File: src/rtl/bdec_pkg.sv
package bdec_pkg;

  typedef enum logic [2:0] {
    REG_NONE = 3'd0,
    REG_LOW  = 3'd1,
    REG_ROM  = 3'd2,
    REG_CFG  = 3'd3,
    REG_IRQ  = 3'd4,
    REG_LINK = 3'd5
  } region_e;

endpackage

File: src/rtl/bdec_rst_sync.sv
module bdec_rst_sync #(
  parameter int STAGES = 2
) (
  input  logic clk,
  input  logic rst_n,
  output logic rst_int_n
);
  logic [STAGES-1:0] chain_q;

  always_ff @(posedge clk or negedge rst_n) begin
    if (!rst_n) begin
      chain_q <= '0;
    end else begin
      chain_q <= {chain_q[STAGES-2:0], 1'b1};
    end
  end

  assign rst_int_n = chain_q[STAGES-1];
endmodule

File: src/rtl/bdec_boot_flag.sv
module bdec_boot_flag (
  input  logic clk,
  input  logic rst_int_n,
  input  logic wr_en,
  output logic boot
);
  logic boot_q;
  logic boot_d;
  logic boot_en;

  // a write while booting is the only event that moves the flag
  always_comb begin
    boot_en = boot_q & wr_en;
    boot_d  = 1'b0;
  end

  always_ff @(posedge clk or negedge rst_int_n) begin
    if (!rst_int_n) begin
      boot_q <= 1'b1;
    end else if (boot_en) begin
      boot_q <= boot_d;
    end
  end

  assign boot = boot_q;
endmodule

File: src/rtl/bdec_range.sv
module bdec_range #(
  parameter int             AW = 24,
  parameter logic [AW-1:0] LO = '0,
  parameter logic [AW-1:0] HI = '1
) (
  input  logic [AW-1:0] addr,
  output logic          hit
);
  localparam logic [AW-1:0] TOP = {AW{1'b1}};

  generate
    if (LO == '0 && HI == TOP) begin : g_all
      assign hit = 1'b1;
    end else if (LO == '0) begin : g_upper
      assign hit = (addr <= HI);
    end else if (HI == TOP) begin : g_lower
      assign hit = (addr >= LO);
    end else begin : g_both
      assign hit = (addr >= LO) && (addr <= HI);
    end
  endgenerate
endmodule

File: src/rtl/bdec_classify.sv
module bdec_classify
  import bdec_pkg::*;
#(
  parameter int             AW        = 24,
  parameter logic [AW-1:0] LOW_HI    = 24'h3FFFFF,
  parameter logic [AW-1:0] ROM_LO    = 24'hF00000,
  parameter logic [AW-1:0] ROM_HI    = 24'hF3FFFF,
  parameter logic [AW-1:0] CFG_ADDR  = 24'hF90000,
  parameter logic [AW-1:0] IRQ_LO    = 24'hFFFE00,
  parameter logic [AW-1:0] IRQ_HI    = 24'hFFFE3F,
  parameter logic [AW-1:0] LINK_BASE = 24'hFFFFF0,
  parameter int             LINK_IW   = 3
) (
  input  logic [AW-1:0]      addr,
  output region_e            region,
  output logic [LINK_IW-1:0] link_idx
);
  // each link register is two bytes wide
  localparam logic [AW-1:0] LINK_HI = LINK_BASE + AW'((2 ** LINK_IW) * 2 - 1);

  logic hit_low, hit_rom, hit_irq, hit_link, hit_cfg;

  bdec_range #(.AW(AW), .LO('0),       .HI(LOW_HI))  u_low  (.addr(addr), .hit(hit_low));
  bdec_range #(.AW(AW), .LO(ROM_LO),    .HI(ROM_HI))  u_rom  (.addr(addr), .hit(hit_rom));
  bdec_range #(.AW(AW), .LO(IRQ_LO),    .HI(IRQ_HI))  u_irq  (.addr(addr), .hit(hit_irq));
  bdec_range #(.AW(AW), .LO(LINK_BASE), .HI(LINK_HI)) u_link (.addr(addr), .hit(hit_link));

  assign hit_cfg  = (addr == CFG_ADDR);
  assign link_idx = addr[LINK_IW:1];

  always_comb begin
    region = REG_NONE;
    if (hit_low)       region = REG_LOW;
    else if (hit_rom)  region = REG_ROM;
    else if (hit_cfg)  region = REG_CFG;
    else if (hit_irq)  region = REG_IRQ;
    else if (hit_link) region = REG_LINK;
  end
endmodule

File: src/rtl/bdec_top.sv
module bdec_top
  import bdec_pkg::*;
#(
  parameter int             ADDR_W    = 24,
  parameter logic [ADDR_W-1:0] LOW_HI    = 24'h3FFFFF,
  parameter logic [ADDR_W-1:0] ROM_LO    = 24'hF00000,
  parameter logic [ADDR_W-1:0] ROM_HI    = 24'hF3FFFF,
  parameter logic [ADDR_W-1:0] CFG_ADDR  = 24'hF90000,
  parameter logic [ADDR_W-1:0] IRQ_LO    = 24'hFFFE00,
  parameter logic [ADDR_W-1:0] IRQ_HI    = 24'hFFFE3F,
  parameter logic [ADDR_W-1:0] LINK_BASE = 24'hFFFFF0,
  parameter int             LINK_CH   = 4,
  parameter int             SYNC_STG  = 2
) (
  input  logic                           clk,
  input  logic                           rst_n,
  input  logic [ADDR_W-1:0]              addr,
  input  logic                           rd_en,
  input  logic                           wr_en,
  output logic                           sel_ram,
  output logic                           sel_rom,
  output logic                           sel_cfg,
  output logic                           sel_irq,
  output logic [2*LINK_CH-1:0]           sel_link,
  output logic                           bus_err
);
  localparam int LINK_REGS = 2 * LINK_CH;
  localparam int LINK_IW   = $clog2(LINK_REGS);

  logic               rst_int_n;
  logic               boot;
  logic               acc;
  region_e            region;
  logic [LINK_IW-1:0] link_idx;

  bdec_rst_sync #(.STAGES(SYNC_STG)) u_rst (
    .clk(clk), .rst_n(rst_n), .rst_int_n(rst_int_n)
  );

  bdec_boot_flag u_boot (
    .clk(clk), .rst_int_n(rst_int_n), .wr_en(wr_en), .boot(boot)
  );

  bdec_classify #(
    .AW(ADDR_W), .LOW_HI(LOW_HI), .ROM_LO(ROM_LO), .ROM_HI(ROM_HI),
    .CFG_ADDR(CFG_ADDR), .IRQ_LO(IRQ_LO), .IRQ_HI(IRQ_HI),
    .LINK_BASE(LINK_BASE), .LINK_IW(LINK_IW)
  ) u_cls (
    .addr(addr), .region(region), .link_idx(link_idx)
  );

  assign acc = rd_en | wr_en;

  always_comb begin
    sel_ram = 1'b0;
    sel_rom = 1'b0;
    sel_cfg = 1'b0;
    sel_irq = 1'b0;
    bus_err = 1'b0;
    if (acc) begin
      case (region)
        REG_LOW:  begin sel_rom = boot; sel_ram = ~boot; end
        REG_ROM:  sel_rom = 1'b1;
        REG_CFG:  sel_cfg = 1'b1;
        REG_IRQ:  sel_irq = 1'b1;
        REG_LINK: ;
        default:  bus_err = 1'b1;
      endcase
    end
  end

  for (genvar k = 0; k < LINK_REGS; k++) begin : g_link
    assign sel_link[k] = acc && (region == REG_LINK) && (link_idx == LINK_IW'(k));
  end
endmodule

File: config.mk
export PLATFORM = sky130hd
export DESIGN_NAME = bdec_top
export DESIGN_NICKNAME = d
export VERILOG_FILES = /design/src/rtl/bdec_pkg.sv /design/src/rtl/bdec_rst_sync.sv /design/src/rtl/bdec_boot_flag.sv /design/src/rtl/bdec_range.sv /design/src/rtl/bdec_classify.sv /design/src/rtl/bdec_top.sv
export SDC_FILE = /design/constraint.sdc
export NUM_CORES = 1
export LEC_CHECK = 0
export ABC_AREA = 1
export BUFFER_PORTS_ARGS = -buffer_cell sky130_fd_sc_hd__buf_2
export CORE_AREA = 10 10 47 49
export CTS_BUF_LIST = sky130_fd_sc_hd__clkbuf_8
export CTS_CLUSTER_DIAMETER = 150
export DETAILED_ROUTE_END_ITERATION = 10
export DIE_AREA = 0 0 57 59
export HOLD_SLACK_MARGIN = 0.06
export PLACE_DENSITY_LB_ADDON = 0.08
export SLEW_MARGIN = 0
export SYNTH_ARGS = -nofsm -noshare
export SYNTH_HDL_FRONTEND = slang
export SYNTH_SLANG_ARGS = --single-unit
File: constraint.sdc
create_clock -name clk -period 1.06 [get_ports clk]
set_input_delay 0.053 -clock clk [delete_from_list [all_inputs] [get_ports clk]]
set_output_delay 0.053 -clock clk [all_outputs]
set_load 0.02 [all_outputs]
# After elaboration in Yosys (flattened, before gate mapping)
# Cells that the tools add are included.
# word_totals
reg_bits	3
inputBits	28
out_inout_bits	13
elab_cells	52
# classes
n_lt_le_gt_ge	6
n_eq_ne	13
mux	15
bitwise_logic	3
reduce_logical	13
# ops
operator	count
greater-or-equal comparator 24 bit (second input constant)	3
<= comparator 24 bit (second input constant)	2
== test 24 bit (second input constant)	1
<= comparator 24 x 22 -> 1 bit (second input constant)	1
== test 3 bit (second input constant)	6
2-to-1 mux 3 bit	5
== test 3 x 2 -> 1 bit (second input constant)	4
logical AND 1 bit	11
2-to-1 mux 1 bit	9
== test 3 x 1 -> 1 bit (second input constant)	2
OR reduction 5 bit	1
logical NOT 3 bit	1
case mux 1 bit (2 select lines)	1
bitwise AND 1 bit	1
inverter 1 bit	1
bitwise OR 1 bit	1

# Logic depth before layout (Yosys ltp)
# Gate-level depths: netlist (run 1).
# logic_depth
depth_word	10
depth_mapped	9
ltp_nobuf	9

# Hierarchy
# Synthesis (run 1) repeated with hierarchy kept, for this count alone.
# unflattened
hier_cells	127
area_unflattened_um2	620.6
# by_module_without_submodules
mod	instances	cells_each	area_each_um2	seq_area_each_um2
bdec_classify	1	40	180.2	0.0
bdec_top	1	38	180.2	0.0
bdec_range at u_cls.u_link	1	18	71.3	0.0
bdec_range at u_cls.u_irq	1	18	70.1	0.0
bdec_rst_sync	1	3	53.8	50.0
bdec_boot_flag	1	3	36.3	26.3
bdec_range at u_cls.u_rom	1	6	25.0	0.0
bdec_range at u_cls.u_low	1	1	3.8	0.0

# Worst setup path after synthesis (run 1)
# No wires, ideal clock.
# synth_timing
path_type	in2out
from	input addr[7]
to	output sel_link[0]
arrival_time_ns	0.994
path_slack_ns	0.013
cell_stages	7
path_cell_list	nor2_1 -> nand3_1 -> nand2_1 -> nand2_2 -> nor2_4 -> nand4_2 -> nor2_1
# synth_between
elab_chain_len	9
elab_cells_between_ends	17
classes_between	order compare: 6; eq/ne: 2; mux: 5; reduce/logical: 4
# synth_rtl
item	line_no	source
start: declaration	bdec_top.sv:17	input logic [ADDR_W-1:0] addr,
greater-or-equal comparator 24 bit, or another cell as far along	bdec_range.sv:17	assign hit = (addr >= LO);
2-to-1 mux 3 bit / logical AND 1 bit (equally long branches)	bdec_classify.sv:37, bdec_range.sv:19	
2-to-1 mux 3 bit	bdec_classify.sv:36	else if (hit_irq) region = REG_IRQ;
2-to-1 mux 3 bit	bdec_classify.sv:35	else if (hit_cfg) region = REG_CFG;
2-to-1 mux 3 bit	bdec_classify.sv:34	else if (hit_rom) region = REG_ROM;
2-to-1 mux 3 bit (*)	bdec_classify.sv:33	if (hit_low) region = REG_LOW;
== test 3 bit (*)	bdec_top.sv:73	assign sel_link[k] = acc && (region == REG_LINK) && (link_idx == LINK_IW'(k));
logical AND 1 bit (*) (2 in series)	bdec_top.sv:73	
end: declaration	bdec_top.sv:24	output logic [2*LINK_CH-1:0] sel_link,
# Every way passes the cells marked *; elsewhere a longest branch is shown, timed or not.

# Worst setup path after layout (run 1)
# layout_timing
from	input addr[7]
to	output sel_link[3]
# The elaborated chain is that of the path after synthesis.

==> out/qor.csv, run 1 <==
stage;metric;value;unit
outcome;status;finished, violations left;
clock_network;Root Buffer;clkbuf_8;
floorplan;die height;59;um
min_path;type of the tightest min-delay check;input pin to asynchronous set/reset pin;
place;Placer Congestion;0.780;
run;maxcap violations;0;
route;DR vias;798;
setup_path;Critical Path Source;addr[7];
finish;post-layout instance area;1180;um^2
logic_synthesis;yosys warns;0;
sta;final-report hold violation count;0;
setup_path;reg2reg start;u_boot.boot;
clock_network;Num CTS Buffers;3;
global_routing;largest net degree at the start of global routing;7;
route;wire length per cell;13.7;um
floorplan;Starting Density;0.348;
logic_synthesis;synthesized netlist cell count;95;
place;placed cells;158;
logic_synthesis;unique cell type count in the Yosys netlist;17;
route;First-pass DRT Iterations;5;
place;DPL Wire Length;1.43;mm
place;# port buffers;40;
sta;hold_ws;0.151;ns
outcome;violated checks;negative setup slack;
setup_path;Setup CP Type;input pin to output port;
power_and_ir_drop;Final Power;0.693;mW
setup_path;CP Launch Type;input pin;
logic_synthesis;syn_nets;123;
clock_network;CTS H-Tree Depth;1;
finish;most common cell after layout, fill and taps aside;nor2_1;
setup_path;Worst R2R Setup Slack;0.15;ns
finish;antenna cells;0;
sta;Setup violations, final;13;
logic_synthesis;Synth Register Bits;3;
global_routing;first-pass GRT wire length;3.40;mm
finish;post-layout util;0.840;
setup_path;Worst EP required;1.01;ns
sta;Final TNS setup;-1.59;ns
global_routing;antenna violations before repair;0;
route;Post-route DRC;0;
floorplan;# rows;14;
logic_synthesis;Post-Syn Area per Cell;5.14;um^2
logic_synthesis;post-synthesis sequential area ratio;0.156;
finish;Post-Layout Cell Count;167;
setup_path;FF-to-FF path depth;4;
global_routing;vias in the first global route;841;
sta;fin crit share;1.19;
setup_path;CP endpoint kind;output port;
finish;Nets;180;
floorplan;Chip Width;57;um
place;dpl ws;-0.147;ns
clock_network;clock transition at the registers of the reported paths;0.03;ns
floorplan;Die ar.;3360;um^2
setup_path;CP max FO;4;
setup_path;critical path arrival;1.21;ns
power_and_ir_drop;PwrDens;588;nW/um^2
route;vias per inst;4.78;
clock_network;CTS sink cnt;3;
sta;post-layout min period;1.27;ns
finish;commonest cells after routing, fill and taps aside;nor2_1, buf_6, buf_2;
finish;layout cells sized above 1;0.656;
logic_synthesis;Yosys top cell by area;nor2_1;
sta;RSZ-0062 raised after global routing;true;
route;initial DRC count;8;
clock_network;worst skew pair latency;0.21;ns
floorplan;Ports;41;
power_and_ir_drop;Leak Pwr;0.557;nW
sta;Final Max Tran Viols;0;
logic_synthesis;area share of the largest cell type after synthesis;0.262;
finish;P&R area growth vs syn;141;%
clock_network;Max clock buf depth;2;
floorplan;floorplan core area;1400;um^2
route;Detailed Route WL;2.29;mm
logic_synthesis;synthesized cell area;488;um^2
setup_path;Worst R2R End;u_boot.boot;
clock_network;CTS tree;yes;
place;dpl cell area;761;um^2
power_and_ir_drop;VDD IR-drop max;0.738;mV
route;Routed Antenna Nets;0;
logic_synthesis;top post-synthesis cells by area;nor2_1, nand2_1, dfrtp_1, nand3_1, inv_1;
sta;Fmax;0.790;GHz
global_routing;gr usage total;0.117;
sta;Final Worst Setup Slack;-0.205;ns
global_routing;grt ovf;0;
sta;Layout Skew;0.00167;ns
## cells in the mapped netlist (all sizes together)
master,instances
nor2,37
nand2,25
inv,13
nand3,9
dfrtp,2
nand4,2
nor3,2
a21oi,1
conb,1
dfstp,1
nor3b,1
or2,1
## critical path, stage by stage
cell and delay, ns:
buf_6 0.09, nand2_4 0.05, nor2_4 0.14, nand2_2 0.07, nor2_2 0.12, nand3_2 0.11
nand3_4 0.11, nand4_4 0.16, nor2_1 0.14, buf_4 0.16
## worst max path at each step
stage / to / cells after the start
detailed placement: sel_link[6] / 9
global route: sel_link[3] / 10
finish: sel_link[3] / 10
floorplan: sel_link[0] / 7
global placement: sel_link[3] / 9
CTS: sel_link[1] / 10
## metal layers
layer	track usage	vias up	part of all wire	wire [um]
met4	0.0403	0	0.0074	17
li1	-	401	-	-
met1	0.117	364	0.36	820
met2	0.225	31	0.57	1310
met5	0	-	0	0
met3	0.0343	2	0.063	145
## state kept, by name, indices dropped and copies added (netlist names)
signal and count:
u_rst.chain_q 2, u_boot.boot 1
## logic make-up (layout without fill, tap and decap cells)
| kind of cell | Yosys count | count (layout) | share of synthesized area |
|---|---|---|---|
| and+or+nand+nor | 77 | 77 | 0.726 |
| other | 1 | 1 | 0.00768 |
| DFF | 3 | 3 | 0.156 |
| buffers and inverters | 13 | 69 | 0.100 |
| AOI/OAI and AO/OA | 1 | 1 | 0.0102 |
## layout make-up
cell class	count	area, um^2
Timing Repair Buffer	52	438
Clock buffer	3	41.3
Multi-Input combinational cell	79	549
Clock inverter	1	3.75
Tap cell	16	20.0
Fill cell	98	224
Sequential cell	3	76.3
Inverter	13	48.8
## report_power, final
part | internal, mW | leakage (nW) | switching, mW
Clock | 0.246 | 0.0269 | 0.0724
Sequential | 0.119 | 0.0336 | 0.00111
Combinational | 0.126 | 0.496 | 0.128
Total | 0.491 | 0.557 | 0.201
## what timing repair did
item                                   4_1_cts  5_1_grt
setup endpoints to repair                   11       13
endpoints found under the hold margin        3        0
hold buffers                                 2        0
resized for setup                           42       38
pin swaps                                   12       12
setup buffers                                2        1
(Power assumes the default switching activity.)
==> run 2, diff against run 1 <==
--- a/config.mk
+++ b/config.mk
@@ -14,6 +14,7 @@
 export DIE_AREA = 0 0 57 59
 export HOLD_SLACK_MARGIN = 0.06
 export PLACE_DENSITY_LB_ADDON = 0.08
+export SKIP_LAST_GASP = 1
 export SLEW_MARGIN = 0
 export SYNTH_ARGS = -nofsm -noshare
 export SYNTH_HDL_FRONTEND = slang
==> out/qor.csv, run 2 (synthesis gave the netlist of run 1 again) <==
stage;metric;value;unit;change
floorplan;Ports;41;;unchanged
clock_network;CTS H-Tree Depth;1;;unchanged
place;Placer Congestion;0.780;;unchanged
clock_network;Max clock buf depth;2;;unchanged
setup_path;CP max FO;4;;unchanged
sta;Setup violations, final;13;;unchanged
power_and_ir_drop;switching power total;0.199;mW;was 0.201 mW
route;Routed Antenna Nets;0;;unchanged
setup_path;CP Launch Type;input pin;;unchanged
place;# port buffers;40;;unchanged
setup_path;Worst EP required;1.01;ns;about the same
route;vias per inst;4.74;;was 4.78
floorplan;# rows;14;;unchanged
setup_path;CP endpoint kind;output port;;unchanged
power_and_ir_drop;PwrDens;593;nW/um^2;was 588 nW/um^2
global_routing;GR Util met2;0.231;;was 0.225
power_and_ir_drop;VDD IR-drop max;0.734;mV;was 0.738 mV
sta;post-layout min period;1.22;ns;was 1.27 ns
clock_network;clock transition at the registers of the reported paths;0.03;ns;about the same
power_and_ir_drop;part of the power in combinational logic;0.365;;was 0.366
global_routing;grt ovf;0;;unchanged
clock_network;Num CTS Buffers;3;;unchanged
setup_path;FF-to-FF path depth;4;;unchanged
min_path;type of the tightest min-delay check;input pin to asynchronous set/reset pin;;unchanged
finish;layout cells sized above 1;0.638;;was 0.656
sta;Final Worst Setup Slack;-0.155;ns;was -0.205 ns
global_routing;largest net degree at the start of global routing;7;;unchanged
floorplan;Chip Width;57;um;unchanged
finish;P&R area growth vs syn;139;%;was 141%
route;Detailed Route WL;2.20;mm;was 2.29 mm
sta;Final TNS setup;-1.38;ns;was -1.59 ns
global_routing;antenna violations before repair;0;;unchanged
outcome;violated checks;negative setup slack;;unchanged
place;placed cells;158;;unchanged
finish;Fillers;99;;was 98
route;First-pass DRT Iterations;4;;was 5
route;Post-route DRC;0;;unchanged
sta;fin crit share;1.15;;was 1.19
finish;max FFs per register;2;;unchanged
route;initial DRC count;8;;unchanged
run;maxcap violations;0;;unchanged
power_and_ir_drop;Sequential Power Share;0.174;;about the same
global_routing;grt peak-use layer;met2;;unchanged
finish;post-layout util;0.831;;was 0.840
floorplan;Starting Density;0.348;;unchanged
floorplan;die height;59;um;unchanged
power_and_ir_drop;Int Pwr;0.492;mW;was 0.491 mW
floorplan;floorplan core area;1400;um^2;unchanged
power_and_ir_drop;sw frac;0.288;;was 0.290
finish;largest register by flop count;u_rst.chain_q;;unchanged
clock_network;CTS tree;yes;;unchanged
clock_network;worst skew pair latency;0.21;ns;about the same
sta;Layout Skew;0.00162;ns;was 0.00167 ns
power_and_ir_drop;Leak Pwr;0.555;nW;was 0.557 nW
finish;Post-Layout Cell Count;168;;was 167
setup_path;Setup CP Type;input pin to output port;;unchanged
power_and_ir_drop;Final Power;0.691;mW;was 0.693 mW
place;DPL Wire Length;1.43;mm;unchanged
sta;RSZ-0062 raised after global routing;true;;unchanged
finish;commonest cells after routing, fill and taps aside;nor2_1, buf_4, nand2_1;;was nor2_1, buf_6, buf_2
sta;final-report hold violation count;0;;unchanged
finish;Nets;181;;was 180
route;wire length per cell;13.1;um;was 13.7 um
global_routing;met3 usage;0.0343;;unchanged
power_and_ir_drop;Clk pwr share;0.461;;was 0.460
clock_network;Root Buffer;clkbuf_8;;unchanged
floorplan;Die ar.;3360;um^2;unchanged
sta;Fmax;0.823;GHz;was 0.790 GHz
global_routing;first-pass GRT wire length;3.46;mm;was 3.40 mm
clock_network;CTS sink cnt;3;;unchanged
finish;most common cell after layout, fill and taps aside;nor2_1;;unchanged
sta;Final Max Tran Viols;0;;unchanged
outcome;status;finished, violations left;;unchanged
route;DR vias;796;;was 798
global_routing;gr usage total;0.120;;was 0.117
finish;antenna cells;0;;unchanged
setup_path;critical path arrival;1.16;ns;was 1.21 ns
global_routing;met1 usage;0.119;;was 0.117
global_routing;vias in the first global route;853;;was 841
[run 2: cell count changes in the layout (fill, tap and decap cells not counted), sizes merged]
cell / delta
buf: +1
[run 2: metrics by stage]
step | cell area (um^2) | hold slack [ns] | worst slack [ns]
final | 1160 | 0.151 | -0.155
after floorplan | 488 | -0.243 | 0.0130
after global routing | 1160 | 0.180 | -0.215
after CTS | 1010 | 0.162 | -0.0785
after global placement | 761 | -0.162 | -0.121
after detailed placement | 761 | -0.159 | -0.147
[run 2: final timing paths]
check,start,to,slack [ns]
min,rst_n,u_rst.chain_q[0],0.15
max reg2reg,u_boot.boot,u_boot.boot,0.16
max,addr[6],sel_link[5],-0.16
min reg2reg,u_rst.chain_q[1],u_boot.boot,0.16
min in group clk,u_rst.chain_q[0],u_rst.chain_q[1],0.35
max in group asynchronous,rst_n,u_rst.chain_q[1],0.81
[run 2: worst max-delay path, cell delays in order]
cell and delay (ns):
buf_6 0.09, nand2_2 0.07, nor2_4 0.12, nand3_2 0.12
nand2_4 0.08, nand2_4 0.05, nor2_4 0.15, nand4_4 0.14
nor2_1 0.13, buf_4 0.15
[run 2: repair_timing]
item,CTS,global route
hold buffers,2,0
setup buffers,2,2
resized for setup,39,37
endpoints found under the setup margin,11,13
endpoints found under the hold margin,3,0
pin swaps,12,11
[run 2: metal layers]
layer	wire length, um	vias to the layer above
met5	0	-
met4	17	0
met3	146	2
met2	1270	27
met1	761	361
li1	-	406
[run 2: power groups by stage]
stage	Clock [mW]	Combinational (mW)	Sequential, mW
global placement	0	0.157	0.121
floorplan	0	0.0662	0.121
finish	0.319	0.252	0.120
detailed placement	0	0.160	0.122
CTS	0.328	0.209	0.121
global route	0.343	0.275	0.121
[run 2: cell type report]
class | instances | area (um^2) | share of cell area
Clock buffer | 3 | 41.3 | 0.0354
Multi-Input combinational cell | 79 | 544 | 0.467
Timing Repair Buffer | 53 | 425 | 0.365
Sequential cell | 3 | 76.3 | 0.0655
Inverter | 13 | 53.8 | 0.0462
Clock inverter | 1 | 3.75 | 0.00322
Tap cell | 16 | 20.0 | 0.0172
